==> config.mk <==
export PLATFORM = sky130hd
export DESIGN_NAME = uart_frame_tx
export DESIGN_NICKNAME = d
export VERILOG_FILES = /design/src/rtl/uart_tx_pkg.sv /design/src/rtl/uftx_framer.sv /design/src/rtl/uftx_sequencer.sv /design/src/rtl/uart_frame_tx.sv
export SDC_FILE = /design/constraint.sdc
export NUM_CORES = 1
export LEC_CHECK = 0
export ABC_AREA = 1
export BUFFER_PORTS_ARGS = -buffer_cell sky130_fd_sc_hd__buf_2
export CORE_UTILIZATION = 63
export CTS_BUF_LIST = sky130_fd_sc_hd__clkbuf_4
export DETAILED_ROUTE_END_ITERATION = 16
export PLACE_DENSITY = 0.89
export SKIP_LAST_GASP = 1
export SLEW_MARGIN = 20
export SYNTH_ARGS = -nofsm -noshare
export SYNTH_HDL_FRONTEND = slang
export SYNTH_SLANG_ARGS = --single-unit
==> constraint.sdc <==
create_clock -name clk -period 3.4 [get_ports clk]
set_clock_uncertainty 0.1 [all_clocks]
set_input_delay 0.34 -clock clk [delete_from_list [all_inputs] [get_ports clk]]
set_output_delay 0.34 -clock clk [all_outputs]
set_load 0.01 [all_outputs]
==> src/rtl/uart_tx_pkg.sv <==
package uart_tx_pkg;

  // widest character (slots between start and stop)
  localparam int CHAR_MAX_W = 9;
  // start + character + stop
  localparam int FRAME_W    = CHAR_MAX_W + 2;
  localparam int CNT_W      = $clog2(FRAME_W + 1);
  localparam int IDX_W      = $clog2(FRAME_W);

  typedef struct packed {
    logic wide;       // 9-slot character
    logic par_en;     // parity in last slot
    logic par_odd;    // odd sense
    logic msb_first;  // data order
  } tx_cfg_t;

  function automatic int char_slots(input tx_cfg_t cfg);
    return cfg.wide ? CHAR_MAX_W : CHAR_MAX_W - 1;
  endfunction

  function automatic int data_count(input tx_cfg_t cfg);
    return char_slots(cfg) - (cfg.par_en ? 1 : 0);
  endfunction

  function automatic logic [CNT_W-1:0] frame_bits(input tx_cfg_t cfg);
    return CNT_W'(char_slots(cfg) + 2);
  endfunction

  // frame word: bit 0 leaves first; unused upper bits read as idle 1
  function automatic logic [FRAME_W-1:0] build_frame(
    input logic [CHAR_MAX_W-1:0] data,
    input tx_cfg_t               cfg
  );
    logic [CHAR_MAX_W-1:0] slots;
    logic [FRAME_W-1:0]    word;
    logic                  par;
    int                    clen;
    int                    dlen;
    clen  = char_slots(cfg);
    dlen  = data_count(cfg);
    slots = '0;
    par   = cfg.par_odd;
    for (int i = 0; i < CHAR_MAX_W; i++) begin
      if (i < dlen) begin
        par = par ^ data[IDX_W'(i)];
        if (cfg.msb_first) slots[IDX_W'(i)] = data[IDX_W'(dlen - 1 - i)];
        else               slots[IDX_W'(i)] = data[IDX_W'(i)];
      end
    end
    if (cfg.par_en) slots[IDX_W'(dlen)] = par;
    word    = '1;
    word[0] = 1'b0;
    for (int i = 0; i < CHAR_MAX_W; i++) begin
      if (i < clen) word[IDX_W'(i + 1)] = slots[IDX_W'(i)];
    end
    return word;
  endfunction

endpackage

==> src/rtl/uftx_framer.sv <==
module uftx_framer
  import uart_tx_pkg::*;
(
  input  logic [CHAR_MAX_W-1:0] char_in,
  input  tx_cfg_t               cfg_in,
  output logic [FRAME_W-1:0]    frame_word,
  output logic [CNT_W-1:0]      frame_len
);

  always_comb begin
    frame_word = build_frame(char_in, cfg_in);
    frame_len  = frame_bits(cfg_in);
  end

  // start slot must be low and length must fit the word
  always_comb begin
    start_low_chk: assert (frame_word[0] == 1'b0 || $isunknown(char_in));
    len_fit_chk:   assert (frame_len <= CNT_W'(FRAME_W) || $isunknown(cfg_in));
  end

endmodule

==> src/rtl/uftx_sequencer.sv <==
module uftx_sequencer
  import uart_tx_pkg::*;
(
  input  logic               clk,
  input  logic               rst_n,
  input  logic               tick,
  input  logic               req,
  input  logic [FRAME_W-1:0] frame_word,
  input  logic [CNT_W-1:0]   frame_len,
  output logic               line,
  output logic               busy
);

  logic               busy_q;
  logic               line_q;
  logic [FRAME_W-1:0] shreg_q;
  logic [CNT_W-1:0]   left_q;
  logic [CNT_W-1:0]   len_q;

  // named events
  logic accept_w;
  logic shift_w;
  logic done_w;
  logic first_bit_w;

  assign accept_w    = req && !busy_q;
  assign shift_w     = busy_q && tick && (left_q != '0);
  assign done_w      = busy_q && tick && (left_q == '0);
  assign first_bit_w = shift_w && (left_q == len_q);

  always_ff @(posedge clk) begin
    if (!rst_n) begin
      busy_q  <= 1'b0;
      line_q  <= 1'b1;
      shreg_q <= '1;
      left_q  <= '0;
      len_q   <= '0;
    end else if (accept_w) begin
      busy_q  <= 1'b1;
      shreg_q <= frame_word;
      left_q  <= frame_len;
      len_q   <= frame_len;
    end else if (shift_w) begin
      line_q  <= shreg_q[0];
      shreg_q <= {1'b1, shreg_q[FRAME_W-1:1]};
      left_q  <= left_q - CNT_W'(1);
    end else if (done_w) begin
      busy_q  <= 1'b0;
      line_q  <= 1'b1;
    end
  end

  assign line = line_q;
  assign busy = busy_q;


  idle_high_chk: assert property (@(posedge clk) disable iff (!rst_n)
    !busy_q |-> line_q);


  start_low_chk: assert property (@(posedge clk) disable iff (!rst_n)
    first_bit_w |=> !line_q);


  hold_bit_chk: assert property (@(posedge clk) disable iff (!rst_n)
    (busy_q && !tick) |=> $stable(line_q));


  left_range_chk: assert property (@(posedge clk) disable iff (!rst_n)
    busy_q |-> (left_q <= len_q));


  stop_high_chk: assert property (@(posedge clk) disable iff (!rst_n)
    (busy_q && left_q == '0) |-> line_q);


  release_chk: assert property (@(posedge clk) disable iff (!rst_n)
    done_w |=> (!busy_q && line_q));


  busy_load_chk: assert property (@(posedge clk) disable iff (!rst_n)
    (busy_q && req && !tick) |=> ($stable(shreg_q) && $stable(left_q)));

endmodule

==> src/rtl/uart_frame_tx.sv <==
module uart_frame_tx
  import uart_tx_pkg::*;
(
  input  logic                  clk,
  input  logic                  rst_n,
  input  logic                  bit_tick,
  input  logic                  ld_valid,
  input  logic [CHAR_MAX_W-1:0] ld_data,
  input  logic                  cfg_wide,
  input  logic                  cfg_parity,
  input  logic                  cfg_odd,
  input  logic                  cfg_msb_first,
  output logic                  tx_line,
  output logic                  busy
);

  tx_cfg_t            cfg_w;
  logic [FRAME_W-1:0] frame_w;
  logic [CNT_W-1:0]   len_w;

  assign cfg_w = '{wide: cfg_wide, par_en: cfg_parity,
                   par_odd: cfg_odd, msb_first: cfg_msb_first};

  uftx_framer u_framer (
    .char_in    (ld_data),
    .cfg_in     (cfg_w),
    .frame_word (frame_w),
    .frame_len  (len_w)
  );

  uftx_sequencer u_seq (
    .clk        (clk),
    .rst_n      (rst_n),
    .tick       (bit_tick),
    .req        (ld_valid),
    .frame_word (frame_w),
    .frame_len  (len_w),
    .line       (tx_line),
    .busy       (busy)
  );

endmodule

==> summary.txt <==
Run
  • Max Cap Viol: 0

Synth
  • YS warnings: 0
  • Synthesized Nets: 238
  • Avg Cell Area, Syn: 5.85 um2
  • Synth cell types: 27
  • Synth Register Bits: 14
  • Post-Syn Area: 1260 um2
  • Sequential-to-total area share from yosys stat: 22.3%
  • Gate Count Post-Synth: 215

Floorplanning
  • Die Height: 46.7 um
  • Die Width: 46.7 um
  • Die ar.: 2180 um2
  • Placeable Area: 1800 um2
  • Starting Density: 69.9%
  • Row count: 15
  • IO Count: 19

STA
  • Post-layout min period: 1.94 ns
  • Hold WS: 0.239 ns
  • RSZ-0062 raised after global routing: no
  • Setup TNS: 0 ns
  • Max Slew Vio Count: 0
  • Final setup vio count: 0
  • Least-Margin Pin Slew: 0.532 ns
  • Count of final hold-check violations: 0
  • FMAX: 516 MHz
  • Final setup margin: 1.46 ns
  • Slew headroom: 64.5%
  • Crit share post-route: 57.0%

Power and ir drop
  • Worst VDD drop: 0.309 mV
  • P_leak: 0.763 nW
  • Pwr dens: 330 nW/um2

Layout
  • Most common cell after layout, fill and taps aside: nand2_1
  • Ant. Diodes: 0
  • Fillers: 168
  • Commonest non-fill, non-tap cells in the layout: nand2_1 (73), inv_1 (32), buf_2 (18), o21ai_0 (15)
  • Area delta synth->final: 9.05%
  • Nets@finish: 257
  • Multi-input gate area: 810 um2
  • Finished Layout Cells: 257
  • Area occupied by registers: 280 um2
  • Design area: 1370 um2
  • Layout cells sized above 1: 14.7%

Drt
  • Initial DRC Count: 70
  • First-pass iteration count of the detailed router: 4
  • WL final: 2.99 mm
  • Residual DRC count: 0
  • WL/cell: 11.6 um
  • Vias: 1423
  • Vias per cell: 5.54
  • Remaining antenna violation count after routing: 0

Clock network
  • CTS tree: yes
  • Cts hold-fix bufs: 0
  • Worst-skew pair later-pin latency: 0.27 ns
  • Max H-tree Level: 1
  • Num CTS Buffers: 3
  • Post-CTS setup buffers: 0
  • CTS Root Cell: clkbuf_4
  • CTS Sinks: 14
  • # resized after CTS: 0
  • Clk pin slew, worst setup/hold paths: 0.08 ns
  • CTS Buffer Depth: 2

Placement
  • Placed cell areas: 1350 um2
  • DPL Wire Length: 2.35 mm
  • Placed insts: 254
  • Dpl ws: 1.21 ns
  • PortBufs: 18
  • Placer Congestion: 0.942

Run status
  • Outcome: finished clean

Worst setup path
  • Critical setup path kind: input port to flop
  • Critical Path End Type: flop
  • Worst Path Arrival: 2.01 ns
  • Worst-path fanout max: 19
  • Critical Path Start Type: input port
  • CP required: 3.47 ns

Hold path
  • Min-delay worst type: input port to flop

GRT
  • Gr usage total: 30.4%
  • Global route overflow: 0
  • Initial antenna violation count: 0
  • Vias in the first global route: 1197
  • Largest net degree at the start of global routing: 20
  • First-pass GRT wire length: 4.76 mm
## cell families after synthesis
family / after synthesis / share of synthesized area (%)
AO/OA/AOI/OAI: 42 / 18.9
adder cells (fa/ha/maj): 6 / 5.96
buffers and inverters: 41 / 13.4
flip-flops: 14 / 22.3
multiplexers: 1 / 0.795
AND/OR/NAND/NOR: 111 / 38.7
## layout make-up
cell class | count | area share [%]
clock buffers | 3 | 1.64
inverters | 37 | 10.1
multi-input cells | 160 | 59.0
flip-flops and latches | 14 | 20.4
well taps | 25 | 2.28
repair buffers | 18 | 6.56
## layer usage
metal  up-vias  routed length (um)  track usage, %  share of wire [%]
met5         -                   0               0                  0
met4         0                   6            4.00               0.20
met3         2                 268            6.67                9.0
met2        71                1350            50.8                 45
met1       628                1360            40.9                 46
li1        722                   -               -                  -
## per-stage QoR
stage / utilization (%) / total power [W]
2_1_floorplan: - / 0.000322
3_3_place_gp: 74.9 / 0.000355
3_5_place_dp: 74.9 / 0.000363
4_1_cts: 76.2 / 0.000451
5_1_grt: 76.2 / 0.000493
6_report: 76.2 / 0.000453
## final timing paths
check                                                   from                             to  slack, ns  cells past startpoint
worst max-delay path                                cfg_wide  u_seq.shreg_q[7]$_SDFFE_PN1P_       1.46                     10
worst min-delay path                                ld_valid        u_seq.busy$_SDFFE_PN0P_       0.24                      3
worst max register to register  u_seq.left_q[0]$_SDFFE_PN0P_  u_seq.shreg_q[2]$_SDFFE_PN1P_       1.71                      9
worst min register to register  u_seq.left_q[1]$_SDFFE_PN0P_   u_seq.left_q[1]$_SDFFE_PN0P_       0.36                      2
## power by group
group          leakage, nW  internal (W)  switching, W
Combinational        0.633     0.0000609      0.000112
Sequential           0.116      0.000181    0.00000835
Clock               0.0138     0.0000410     0.0000493
## worst max-delay path: stages
cell and delay (ns):
buf_2 0.11, inv_1 0.07, ha_1 0.62, o21ai_0 0.24, mux2i_1 0.22, nand2_1 0.08, a21oi_1 0.15, nand2_1 0.07
nand2_1 0.06, nand2_1 0.04
## cells in the mapped netlist, drive strengths merged
cell type	instances	area, um2
nor2	16	75.1
a31oi	2	12.5
inv	36	135
nor3	1	5.00
a211oi	2	15.0
o22ai	2	12.5
clkinv	1	3.75
o21ai	17	85.1
o221ai	1	8.76
clkbuf	1	3.75
mux2i	1	10.0
o211ai	4	30.0
dfxtp	14	280
ha	6	75.1
nand3	15	85.1
nand4	1	6.26
buf	3	26.3
o2111ai	1	8.76
nand2	78	315
a21oi	13	65.1
## state kept, by name, indices dropped and copies added (netlist names)
register and count:
u_seq.left_q 4, u_seq.shreg_q 8, u_seq.busy 1, u_seq.line 1
Note: power is estimated with default switching activity, not from simulation.
